$ cat config.mk
export PLATFORM = sky130hd
export DESIGN_NAME = sar_ctrl
export DESIGN_NICKNAME = d
export VERILOG_FILES = /design/src/rtl/sar_pkg.sv /design/src/rtl/sar_rst_sync.sv /design/src/rtl/sar_start_ctl.sv /design/src/rtl/sar_engine.sv /design/src/rtl/sar_readout.sv /design/src/rtl/sar_ctrl.sv
export SDC_FILE = /design/constraint.sdc
export NUM_CORES = 1
export LEC_CHECK = 0
export ABC_AREA = 1
export BUFFER_PORTS_ARGS = -buffer_cell sky130_fd_sc_hd__buf_4
export CAP_MARGIN = 40
export CORE_ASPECT_RATIO = 1.2
export CORE_MARGIN = 2
export CORE_UTILIZATION = 54
export CTS_CLUSTER_SIZE = 8
export DETAILED_ROUTE_END_ITERATION = 6
export GPL_TIMING_DRIVEN = 1
export PLACE_DENSITY = 0.83
export SLEW_MARGIN = 5
export SYNTH_ARGS = -nofsm -noshare
export SYNTH_HDL_FRONTEND = slang
export SYNTH_SLANG_ARGS = --single-unit
$ cat constraint.sdc
create_clock -name clk -period 1.5 [get_ports clk]
set_input_delay 0.3 -clock clk [delete_from_list [all_inputs] [get_ports clk]]
set_output_delay 0.3 -clock clk [all_outputs]
set_load 0.005 [all_outputs]
$ cat src/rtl/sar_pkg.sv
package sar_pkg;
  typedef enum logic [1:0] {
    RD_WORD    = 2'd0,
    RD_BYTE_HI = 2'd1,
    RD_BYTE_LO = 2'd2
  } rd_fmt_e;
endpackage

$ cat src/rtl/sar_rst_sync.sv
module sar_rst_sync (
  input  logic clk,
  input  logic rst_n,
  output logic rst_s
);
  logic [1:0] sync_q;

  always_ff @(posedge clk or negedge rst_n) begin
    if (!rst_n) sync_q <= 2'b00;
    else        sync_q <= {sync_q[0], 1'b1};
  end

  assign rst_s = sync_q[1];
endmodule

$ cat src/rtl/sar_start_ctl.sv
module sar_start_ctl (
  input  logic clk,
  input  logic rst_s,
  input  logic chip_en,
  input  logic sel_n,
  input  logic rdconv,
  input  logic addr_bit,
  input  logic done,
  output logic start,
  output logic busy,
  output logic short_q
);
  logic strobe_q;
  logic busy_q, busy_d;
  logic short_r, short_d;

  // falling strobe, enabled and selected, and nothing in flight
  assign start = chip_en & ~sel_n & strobe_q & ~rdconv & ~busy_q;

  always_comb begin
    busy_d  = busy_q;
    short_d = short_r;
    if (start) begin
      busy_d  = 1'b1;
      short_d = addr_bit;
    end else if (done) begin
      busy_d  = 1'b0;
    end
  end

  always_ff @(posedge clk or negedge rst_s) begin
    if (!rst_s) begin
      strobe_q <= 1'b1;
      busy_q   <= 1'b0;
      short_r  <= 1'b0;
    end else begin
      strobe_q <= rdconv;
      busy_q   <= busy_d;
      short_r  <= short_d;
    end
  end

  assign busy    = busy_q;
  assign short_q = short_r;
endmodule

$ cat src/rtl/sar_engine.sv
module sar_engine #(
  parameter int unsigned W     = 12,
  parameter int unsigned SHORT = 8
) (
  input  logic         clk,
  input  logic         rst_s,
  input  logic         start,
  input  logic         busy,
  input  logic         short_q,
  input  logic         cmp_hi,
  output logic [W-1:0] trial,
  output logic [W-1:0] result,
  output logic         done
);
  localparam int unsigned IDXW = $clog2(W);

  logic [W-1:0]    trial_q, trial_d;
  logic [W-1:0]    result_q, result_d;
  logic [W-1:0]    decided;
  logic [IDXW-1:0] idx_q, idx_d, idx_dn, last_idx;

  assign last_idx = short_q ? IDXW'(W - SHORT) : '0;
  assign idx_dn   = idx_q - 1'b1;

  always_comb begin
    decided = trial_q;
    if (!cmp_hi) decided[idx_q] = 1'b0;
  end

  always_comb begin
    trial_d  = trial_q;
    result_d = result_q;
    idx_d    = idx_q;
    done     = 1'b0;
    if (start) begin
      trial_d        = '0;
      trial_d[W-1]   = 1'b1;
      idx_d          = IDXW'(W - 1);
    end else if (busy) begin
      if (idx_q == last_idx) begin
        done     = 1'b1;
        trial_d  = decided;
        result_d = decided;
      end else begin
        trial_d         = decided;
        trial_d[idx_dn] = 1'b1;
        idx_d           = idx_dn;
      end
    end
  end

  always_ff @(posedge clk or negedge rst_s) begin
    if (!rst_s) begin
      trial_q  <= '0;
      result_q <= '0;
      idx_q    <= '0;
    end else begin
      trial_q  <= trial_d;
      result_q <= result_d;
      idx_q    <= idx_d;
    end
  end

  assign trial  = trial_q;
  assign result = result_q;
endmodule

$ cat src/rtl/sar_readout.sv
module sar_readout
  import sar_pkg::*;
#(
  parameter int unsigned W    = 12,
  parameter int unsigned BYTE = 8
) (
  input  logic           chip_en,
  input  logic           sel_n,
  input  logic           rdconv,
  input  logic           busy,
  input  logic           addr_bit,
  input  logic           wide_sel,
  input  logic [W-1:0]   result,
  output logic [W-1:0]   data_out,
  output logic [W/4-1:0] data_oe
);
  localparam int unsigned NIB    = W / 4;
  localparam int unsigned HI_NIB = BYTE / 4;
  localparam int unsigned LOW    = W - BYTE;

  rd_fmt_e fmt;
  logic    rd_on;

  assign rd_on = chip_en & ~sel_n & rdconv & ~busy;

  always_comb begin
    if (wide_sel)      fmt = RD_WORD;
    else if (addr_bit) fmt = RD_BYTE_LO;
    else               fmt = RD_BYTE_HI;
  end

  always_comb begin
    data_out = '0;
    if (rd_on) begin
      unique case (fmt)
        RD_WORD:    data_out = result;
        RD_BYTE_HI: data_out = {result[W-1 -: BYTE], {LOW{1'b0}}};
        RD_BYTE_LO: data_out = {result[LOW-1:0], {(W-LOW){1'b0}}};
        default:    data_out = '0;
      endcase
    end
  end

  for (genvar n = 0; n < NIB; n++) begin : g_oe
    if (n >= NIB - HI_NIB) begin : g_top
      assign data_oe[n] = rd_on;
    end else begin : g_low
      assign data_oe[n] = rd_on & wide_sel;
    end
  end
endmodule

$ cat src/rtl/sar_ctrl.sv
module sar_ctrl #(
  parameter int unsigned W     = 12,
  parameter int unsigned SHORT = 8,
  parameter int unsigned BYTE  = 8
) (
  input  logic           clk,
  input  logic           rst_n,
  input  logic           chip_en,
  input  logic           sel_n,
  input  logic           rdconv,
  input  logic           addr_bit,
  input  logic           wide_sel,
  input  logic           cmp_hi,
  output logic [W-1:0]   trial_code,
  output logic           busy,
  output logic [W-1:0]   data_out,
  output logic [W/4-1:0] data_oe
);
  logic         rst_s;
  logic         start, done, short_q;
  logic [W-1:0] result;

  sar_rst_sync u_rst (
    .clk   (clk),
    .rst_n (rst_n),
    .rst_s (rst_s)
  );

  sar_start_ctl u_ctl (
    .clk      (clk),
    .rst_s    (rst_s),
    .chip_en  (chip_en),
    .sel_n    (sel_n),
    .rdconv   (rdconv),
    .addr_bit (addr_bit),
    .done     (done),
    .start    (start),
    .busy     (busy),
    .short_q  (short_q)
  );

  sar_engine #(.W(W), .SHORT(SHORT)) u_eng (
    .clk     (clk),
    .rst_s   (rst_s),
    .start   (start),
    .busy    (busy),
    .short_q (short_q),
    .cmp_hi  (cmp_hi),
    .trial   (trial_code),
    .result  (result),
    .done    (done)
  );

  sar_readout #(.W(W), .BYTE(BYTE)) u_rd (
    .chip_en  (chip_en),
    .sel_n    (sel_n),
    .rdconv   (rdconv),
    .busy     (busy),
    .addr_bit (addr_bit),
    .wide_sel (wide_sel),
    .result   (result),
    .data_out (data_out),
    .data_oe  (data_oe)
  );
endmodule

==> impl_metrics.toml, run 1 <==
[routing]
drt_iter0_markers = 141
wl_per_cell_um = 18.19
drt-total-wl_mm = 6.022
num_vias = 1889
drcViolationCount = 0
vias_per_cell = 5.707
ant_nets = 0
firstDrtPassIters = 4

[timing]
drv_slew = 0
tightest_slew_ns = 0.5527
rsz0062_at_grt = "yes"
fin_crit_ns = 1.661
relSlewSlack = 0.6282
setup_viol = 32
fin_hold_ws_ns = 0.1394
finClkSkew_ns = 0.003058
layout_setup_ws_ns = -0.1608
final.period_utilization = 1.107
hold_viol_final = 0
fin_tns_setup_ns = -2.631
fmax_mhz = 602.1

[cells_and_area]
nets = 305
fill_cells = 181
drive_gt1_frac = 0.4966
syn_to_final_growth_pct = 49.32
diodes = 0
stdcell_area_um2 = 2758

[logic_synthesis]
synth.distinct_cells = 31
synth.most_common_cell = "nand2_1"
yosys_warnings = 0
avgSynthCellArea_um2 = 7.995
netlist_instances = 231
synthTopCellsByCount = "nand2_1, dfrtp_1, inv_1"
synth_area_um2 = 1847
ys_ff_latch = 33
synthFlopType = "dfrtp_1"
synth_fp_nets = 243
yosysTopAreaCellShare = 0.4336
synthArstFlopShare = 1.000
synth_area_leader_cell = "dfrtp_1"
synth.area.top_cells = "dfrtp_1, nand2_1, inv_1"
synth_edf_count = 0
ys_seq_area_frac = 0.4478

[power_and_ir_drop]
ir_worst_vdd_uv = 1617
total_power_uw = 5482
power_per_cell_area_nw_per_um2 = 1988
p_leak_uw = 0.001406

[floorplanning]
core-area_um2 = 3309
initial_core_util = 0.5580
die_y_um = 68.06
rows = 23
die_w_um = 57.39
ios = 36
die-area_um2 = 3906

[grt]
grt-ovfl-total = 0
grt_max_degree = 32
antenna_found_initial = 0
grt_pass1_vias = 1725
grt_pass1_wl_mm = 8.121
gr-usage-all-layers = 0.2796

[critical_path]
cp_slowest_stage_delay_ns = 0.39
crit_path_end_kind = "output pin"
crit_chain = "inv_2, nand3_4, inv_4, o21ai_2, a21oi_1, buf_4"
crit_required_ns = 1.20
crit_path_start_kind = "flip-flop"
critical-path-slowest-cell = "dfrtp_1"
path_max_fanout = 5
worstSetupPathType = "flip-flop to output pin"
critical_path_arrival_ns = 1.36

[placement]
globalplace.congestion = 0.9425
dp_hpwl_mm = 3.239
place_area_um2 = 2222
port_buffers = 35

[run]
cap_violations = 0

[cts]
clock_sinks = 33
root_buffer = "clkbuf_8"
path_clk_slew_ns = 0.07
cts_max_level = 2
clock_latency_ns = 0.30
cts_tree = "built"
cts_buffer_depth = 2
cts_made_buffers = 5

[outcome]
violations = "negative setup slack"
outcome = "complete, but fails checks"

[worst_hold_path]
min_path_type = "input pin to flip-flop"
[sequential cells by signal, indices dropped and copies added, names as in the netlist]
signal          flops
u_eng.idx_q         4
u_ctl.short_q       1
u_ctl.strobe_q      1
u_eng.trial        12
u_rst.sync_q        2
u_eng.result       12
u_ctl.busy          1
[cell families (layout without fill, tap and decap cells)]
group	count (synthesis)	count (layout)	synth area share
simple gates	111	111	0.2717
compound gates	45	45	0.1592
buf+inv	37	100	0.09214
flops	33	33	0.4478
fa+ha+maj	4	4	0.02710
other cells	1	1	0.002031
[routing by layer]
| layer | up-vias | global-route usage | wire length, µm |
|---|---|---|---|
| li1 | 857 | - | - |
| met1 | 889 | 0.3152 | 2137 |
| met5 | - | 0 | 0 |
| met4 | 0 | 0.1250 | 419 |
| met2 | 102 | 0.5085 | 3126 |
| met3 | 41 | 0.05671 | 338 |
[worst max-delay path: cells and delay by family, from the launching register on]
kind | cells | cell delay (ns)
DFF | 1 | 0.39
AOI/OAI and AO/OA | 2 | 0.20
buffers and inverters | 3 | 0.35
and+or+nand+nor | 1 | 0.12
[stage by stage]
stage               setup slack, ns  std cells    util
detailed placement         -0.01722        310  0.6715
global placement            0.02084        310  0.6715
CTS                         -0.1218        327  0.7558
floorplan                   0.02169        231       -
finish                      -0.1608        331  0.8333
global route                -0.2831        331  0.8333
[layout by cell type (no fill, tap or decap), types with 2 or more instances in the layout]
| master | n |
|---|---|
| a21boi_0 | 2 |
| a21boi_1 | 3 |
| a21boi_2 | 3 |
| a21oi_1 | 5 |
| a21oi_2 | 6 |
| buf_12 | 2 |
| buf_4 | 55 |
| buf_6 | 5 |
| clkbuf_8 | 6 |
| dfrtp_1 | 30 |
| dfrtp_2 | 2 |
| ha_4 | 3 |
| inv_1 | 19 |
| inv_2 | 7 |
| inv_4 | 3 |
| nand2_1 | 55 |
| nand2_2 | 6 |
| nand2_4 | 11 |
| nand3_1 | 5 |
| nand3_4 | 2 |
| nand4_1 | 3 |
| nor2_1 | 7 |
| nor2_2 | 8 |
| nor2_4 | 7 |
| nor3_4 | 3 |
| o21ai_0 | 3 |
| o21ai_1 | 3 |
| o21ai_2 | 12 |
| o21bai_1 | 7 |
[cell type report]
| type | count | area, µm² | share of cell area |
|---|---|---|---|
| inverters | 29 | 116.4 | 0.04220 |
| clock buffers | 7 | 86.33 | 0.03131 |
| well taps | 37 | 46.29 | 0.01679 |
| clock inverters | 1 | 30.03 | 0.01089 |
| multi-input cells | 161 | 1130 | 0.4097 |
| repair buffers | 63 | 519.2 | 0.1883 |
| flip-flops and latches | 33 | 829.5 | 0.3008 |
[final timing paths]
kind                                        to       startpoint  slack, ns  cells past startpoint
worst max-delay path               data_out[8]       u_ctl.busy      -0.16                      6
worst min-delay path            u_ctl.strobe_q           rdconv       0.14                      1
worst max register to register  u_eng.trial[0]   u_eng.idx_q[3]      -0.16                      5
worst min register to register  u_eng.trial[5]  u_rst.sync_q[1]       0.26                      1
max in group asynchronous       u_ctl.strobe_q  u_rst.sync_q[1]       0.91                      1
min in group asynchronous       u_eng.trial[5]  u_rst.sync_q[1]       0.26                      1
[power breakdown]
| group | internal, µW | switching (µW) |
|---|---|---|
| Combinational | 1260 | 1780 |
| Clock | 541 | 345 |
| Sequential | 1250 | 310 |
[timing repair]
item,in CTS,in global routing
setup buffers,7,6
endpoints found under the setup margin,23,42
hold buffers,1,0
cloned,1,0
gates resized for setup,17,80
hold endpoints to repair,2,0
pin swaps,2,19
(Power assumes the default switching activity.)
==> run 2, diff against run 1 <==
--- a/config.mk
+++ b/config.mk
@@ -8,9 +8,11 @@
 export ABC_AREA = 1
 export BUFFER_PORTS_ARGS = -buffer_cell sky130_fd_sc_hd__buf_4
 export CAP_MARGIN = 40
+export CELL_PAD_IN_SITES_DETAIL_PLACEMENT = 1
+export CELL_PAD_IN_SITES_GLOBAL_PLACEMENT = 2
 export CORE_ASPECT_RATIO = 1.2
 export CORE_MARGIN = 2
-export CORE_UTILIZATION = 54
+export CORE_UTILIZATION = 31
 export CTS_CLUSTER_SIZE = 8
 export DETAILED_ROUTE_END_ITERATION = 6
 export GPL_TIMING_DRIVEN = 1
==> impl_metrics.toml, run 2 (synthesis results as in run 1) <==
[outcome]
outcome = "complete, but fails checks"
violations = "negative setup slack"

[cts]
cts_made_buffers = 5
path_clk_slew_ns = 0.07
clock_sinks = 33
cts_tree = "built"
cts_max_level = 2
root_buffer = "clkbuf_8"
clock_latency_ns = 0.30
cts_buffer_depth = 2

[routing]
num_vias = 1843
drt_iter0_markers = 38
ant_nets = 0
firstDrtPassIters = 4
drt-total-wl_mm = 6.252
vias_per_cell = 4.750
drcViolationCount = 0
wl_per_cell_um = 16.11

[timing]
fmax_mhz = 620.6
hold_viol_final = 0
fin_crit_ns = 1.611
rsz0062_at_grt = "yes"
drv_slew = 0
final.period_utilization = 1.074
setup_viol = 16
finClkSkew_ns = 0.004441
layout_setup_ws_ns = -0.1114

[cells_and_area]
diodes = 0
fill_cells = 675
nets = 319
syn_to_final_growth_pct = 61.59
layout_common_cells = "nand2_1, buf_4, dfrtp_1"
drive_gt1_frac = 0.5195
final_cells = 388
final_core_util = 0.5230

[critical_path]
crit_path_start_kind = "flip-flop"
crit_required_ns = 1.20
path_max_fanout = 4
worstSetupPathType = "flip-flop to output pin"
r2r_start = "u_eng.idx_q[0]"
rr_worst_depth = 9
crit_path_end_kind = "output pin"
critical_path_arrival_ns = 1.31
r2r-end = "u_eng.trial[0]"
rrSetupSlack_ns = -0.02

[run]
cap_violations = 0

[grt]
grt_util_met2 = 0.3467
grt_pass1_vias = 1983
antenna_found_initial = 0
gr-usage-all-layers = 0.1912
met3_usage = 0.03759
grt-ovfl-total = 0
grt.busiest_layer = "met2"
grt_pass1_wl_mm = 9.397
grt_max_degree = 32
gr-usage-met1 = 0.2087

[power_and_ir_drop]
power_per_cell_area_nw_per_um2 = 1933
clkPwrFrac = 0.155
seq_power_share = 0.260
internal_power_uw = 3301
p_leak_uw = 0.001452
p_sw_frac = 0.4276
ir_worst_vdd_uv = 724.8
total_power_uw = 5767
switching_power_uw = 2466
comb_power_share = 0.585

[placement]
globalplace.congestion = 0.8001
dp_hpwl_mm = 3.961
dp.cells = 362
port_buffers = 35

[floorplanning]
core-area_um2 = 5705
die_y_um = 88.55
die_w_um = 74.46
initial_core_util = 0.3237
die-area_um2 = 6593
ios = 36
rows = 30

[worst_hold_path]
worstHoldStart = "rdconv"
hold_depth = 1
hold_end = "u_ctl.strobe_q"
min_path_type = "input pin to flip-flop"
[run 2: power by group through the flow]
| stage | clock network [µW] | logic [µW] | registers (µW) |
|---|---|---|---|
| 2_1_floorplan | 0 | 1440 | 1440 |
| 3_3_place_gp | 0 | 2330 | 1480 |
| 3_5_place_dp | 0 | 2380 | 1490 |
| 4_1_cts | 913 | 2800 | 1480 |
| 5_1_grt | 957 | 3660 | 1540 |
| 6_report | 894 | 3380 | 1500 |
[run 2: how the worst max path moves through the flow]
stage	start	to
after detailed placement	u_eng.idx_q[1]	u_eng.trial[4]
after floorplan	u_eng.idx_q[0]	u_eng.result[10]
after global placement	u_eng.idx_q[1]	u_eng.trial[0]
final	u_ctl.busy	data_out[7]
after CTS	u_ctl.busy	data_out[11]
after global routing	u_ctl.busy	data_out[9]
[run 2: area by class of cell]
type | instances | area (µm²) | area share
multi-input combinational | 161 | 1112 | 0.3727
clock buffer | 7 | 86.33 | 0.02893
timing repair buffer | 77 | 701.9 | 0.2352
tap | 80 | 100.1 | 0.03354
clock inverter | 1 | 30.03 | 0.01006
inverter | 29 | 125.1 | 0.04193
sequential | 33 | 828.3 | 0.2776
[run 2: layer usage]
metal,vias up,wire [µm],part of all wire
li1,879,-,-
met1,916,2358,0.38
met2,35,3592,0.57
met3,13,150,0.024
met4,0,151,0.024
met5,-,0,0
[run 2: timing repair]
| action | CTS | global route |
|---|---|---|
| resized for setup | 37 | 70 |
| endpoints found under the hold margin | 2 | 0 |
| gates cloned | 3 | 0 |
| hold buffers | 1 | 0 |
| pin swaps | 6 | 20 |
| setup endpoints to repair | 29 | 44 |
| setup buffers | 12 | 5 |
[run 2: through the flow]
stage                     setup slack, ns  instance area [µm²]  hold slack (ns)  setup TNS (ns)
after floorplan                   0.02169                 1849         0.004409               0
after global placement            0.01685                 2344          0.08216               0
after detailed placement         -0.02907                 2344          0.08520         -0.1878
after CTS                         -0.1125                 2766           0.1295          -1.648
after global routing              -0.2028                 2984           0.1267          -3.258
final                             -0.1114                 2984           0.1338          -1.094
[run 2: critical path, cell delays in order, from the launching register on]
cell,delay (ns)
dfrtp_1,0.39
inv_2,0.08
nand3_4,0.12
buf_6,0.17
nor3_4,0.12
buf_4,0.14
==> run 3, diff against run 2 <==
--- a/config.mk
+++ b/config.mk
@@ -5,18 +5,17 @@
 export SDC_FILE = /design/constraint.sdc
 export NUM_CORES = 1
 export LEC_CHECK = 0
-export ABC_AREA = 1
 export BUFFER_PORTS_ARGS = -buffer_cell sky130_fd_sc_hd__buf_4
 export CAP_MARGIN = 40
 export CELL_PAD_IN_SITES_DETAIL_PLACEMENT = 1
 export CELL_PAD_IN_SITES_GLOBAL_PLACEMENT = 2
 export CORE_ASPECT_RATIO = 1.2
 export CORE_MARGIN = 2
-export CORE_UTILIZATION = 31
+export CORE_UTILIZATION = 33
 export CTS_CLUSTER_SIZE = 8
 export DETAILED_ROUTE_END_ITERATION = 6
 export GPL_TIMING_DRIVEN = 1
-export PLACE_DENSITY = 0.83
+export PLACE_DENSITY = 0.84
 export SLEW_MARGIN = 5
 export SYNTH_ARGS = -nofsm -noshare
 export SYNTH_HDL_FRONTEND = slang
==> impl_metrics.toml, run 3 <==
[floorplanning]
ios = 36
die_w_um = 70.27
die_y_um = 83.53
die-area_um2 = 5869
initial_core_util = 0.3472
rows = 28
core-area_um2 = 5010

[logic_synthesis]
ys_seq_area_frac = 0.4755
yosysTopAreaCellShare = 0.4604
synthArstFlopShare = 1.000
synth_area_leader_cell = "dfrtp_1"
synth_area_um2 = 1739
netlist_instances = 186
ys_ff_latch = 33
synthTopCellsByCount = "nand2_1, dfrtp_1, nand3_1"
synth_fp_nets = 198
synth.area.top_cells = "dfrtp_1, nand2_1, a32o_1"
synthFlopType = "dfrtp_1"
synth.distinct_cells = 37
avgSynthCellArea_um2 = 9.350
synth_edf_count = 0
synth.most_common_cell = "nand2_1"
yosys_warnings = 0

[critical_path]
worstSetupPathType = "flip-flop to output pin"
rrSetupSlack_ns = -0.08
critical-path-slowest-cell = "dfrtp_1"
critical-path-top-delay-family = "simple AND/OR/NAND/NOR gates"
path_max_fanout = 4
r2r_start = "u_eng.idx_q[0]"
crit_required_ns = 1.20
crit_chain = "nor3b_2, nand2_2, buf_4, nor2_2, buf_4"
cp_slowest_stage_delay_ns = 0.39
critical_path_buf_inv_count = 2
rr_worst_depth = 7
r2r-end = "u_eng.idx_q[2]"
critical_path_arrival_ns = 1.41
crit_path_end_kind = "output pin"
crit_path_start_kind = "flip-flop"
crit_path_frequent_cell = "buf_4"

[cells_and_area]
diodes = 0
nets = 267
drive_gt1_frac = 0.5352
final_core_util = 0.5347
layout_commonest_cell = "buf_4"
seqCellArea_um2 = 829.5
layout_common_cells = "buf_4, dfrtp_1, nand2_1"
multiInputGateArea_um2 = 1049
fill_cells = 561
stdcell_area_um2 = 2679
syn_to_final_growth_pct = 54.03

[routing]
drt-total-wl_mm = 5.632
drt_iter0_markers = 38
vias_per_cell = 5.212
drcViolationCount = 0
wl_per_cell_um = 17.82
ant_nets = 0
num_vias = 1647
firstDrtPassIters = 4

[placement]
port_buffers = 35
globalplace.congestion = 0.8097
place_area_um2 = 2228
dp_hpwl_mm = 3.524
place_ws_ns = -0.1255

[run]
cap_violations = 0

[timing]
fin_hold_ws_ns = 0.1481
finClkSkew_ns = 0.002931
fin_crit_ns = 1.713
rsz0062_at_grt = "yes"
setup_viol = 28
layout_setup_ws_ns = -0.2135
hold_viol_final = 0
final.period_utilization = 1.142
fmax_mhz = 583.6
fin_tns_setup_ns = -3.191
drv_slew = 0

[cts]
clock_latency_ns = 0.28
clock_sinks = 33
cts_tree = "built"
cts_buffer_depth = 2
cts_made_buffers = 5
root_buffer = "clkbuf_8"
cts_max_level = 2
path_clk_slew_ns = 0.07

[grt]
grt_max_degree = 32
gr-usage-all-layers = 0.1816
grt-ovfl-total = 0
antenna_found_initial = 0
grt_pass1_wl_mm = 8.473
grt_pass1_vias = 1709

[outcome]
violations = "negative setup slack"
outcome = "complete, but fails checks"

[power_and_ir_drop]
power_per_cell_area_nw_per_um2 = 1910
p_leak_uw = 0.001297
ir_worst_vdd_uv = 802.6

[worst_hold_path]
min_path_type = "input pin to flip-flop"
worstHoldStart = "rdconv"
hold_end = "u_ctl.strobe_q"
hold_depth = 1
[run 3: changes by cell type in the layout (fill, tap and decap cells not counted), moves of 8 or more]
cell,previous run,this run
o21ai_2,12,0
nand2_1,58,21
inv_1,18,6
and3_1,0,9
a32o_1,0,8
a21o_1,0,8
[run 3: timing repair]
action	CTS	global route
hold buffers	1	0
setup buffers	7	5
gates cloned	0	2
resized for setup	26	46
hold endpoints to repair	2	0
pin swaps	7	29
endpoints found under the setup margin	39	42
[run 3: worst max-delay path by stage]
stage / startpoint / to / slack [ns] / cells past startpoint
2_1_floorplan: u_eng.idx_q[0] / u_eng.idx_q[2] / -0.12 / 7
3_3_place_gp: u_eng.idx_q[1] / u_eng.trial[8] / -0.1 / 5
3_5_place_dp: u_eng.idx_q[1] / u_eng.trial[8] / -0.13 / 5
4_1_cts: u_ctl.busy / data_out[6] / -0.27 / 5
5_1_grt: u_ctl.busy / data_out[6] / -0.30 / 5
6_report: u_ctl.busy / data_out[11] / -0.21 / 5
[run 3: power breakdown]
group          switching, µW  internal [µW]
Combinational           1410           1470
Sequential               339           1250
Clock                    325            321
[run 3: cell families after synthesis]
family          after synthesis  synth area share
xor+xnor                      2           0.01007
mux                           5           0.02950
flops                        33            0.4755
fa+ha+maj                     4           0.02878
other cells                   1          0.002156
buf+inv                      22           0.05755
compound gates               36            0.1648
simple gates                 83            0.2317
[run 3: worst reg2reg max path: stages (launching register included)]
cell,delay [ns]
dfrtp_1,0.38
inv_2,0.07
ha_4,0.16
and2b_2,0.24
a21oi_4,0.20
buf_6,0.12
o22ai_2,0.08
a22o_1,0.20
[run 3: per-layer routing]
layer	up-vias	GRT usage	routed length (µm)
met5	-	0	0
met1	825	0.2110	2322
met2	29	0.3345	3117
met4	0	0.04545	40
met3	4	0.03744	152
li1	789	-	-
[run 3: through the flow]
stage	instances	power [µW]
6_report	316	5117
5_1_grt	316	5432
4_1_cts	310	4668
3_5_place_dp	295	3698
3_3_place_gp	295	3642
2_1_floorplan	186	2737
[run 3: area by class of cell]
| class | instances | share of cell area |
|---|---|---|
| clock buffers | 6 | 0.02709 |
| inverters | 9 | 0.01355 |
| flip-flops and latches | 33 | 0.3097 |
| multi-input cells | 132 | 0.3914 |
| well taps | 60 | 0.02802 |
| repair buffers | 74 | 0.2265 |
| clock inverters | 2 | 0.003737 |
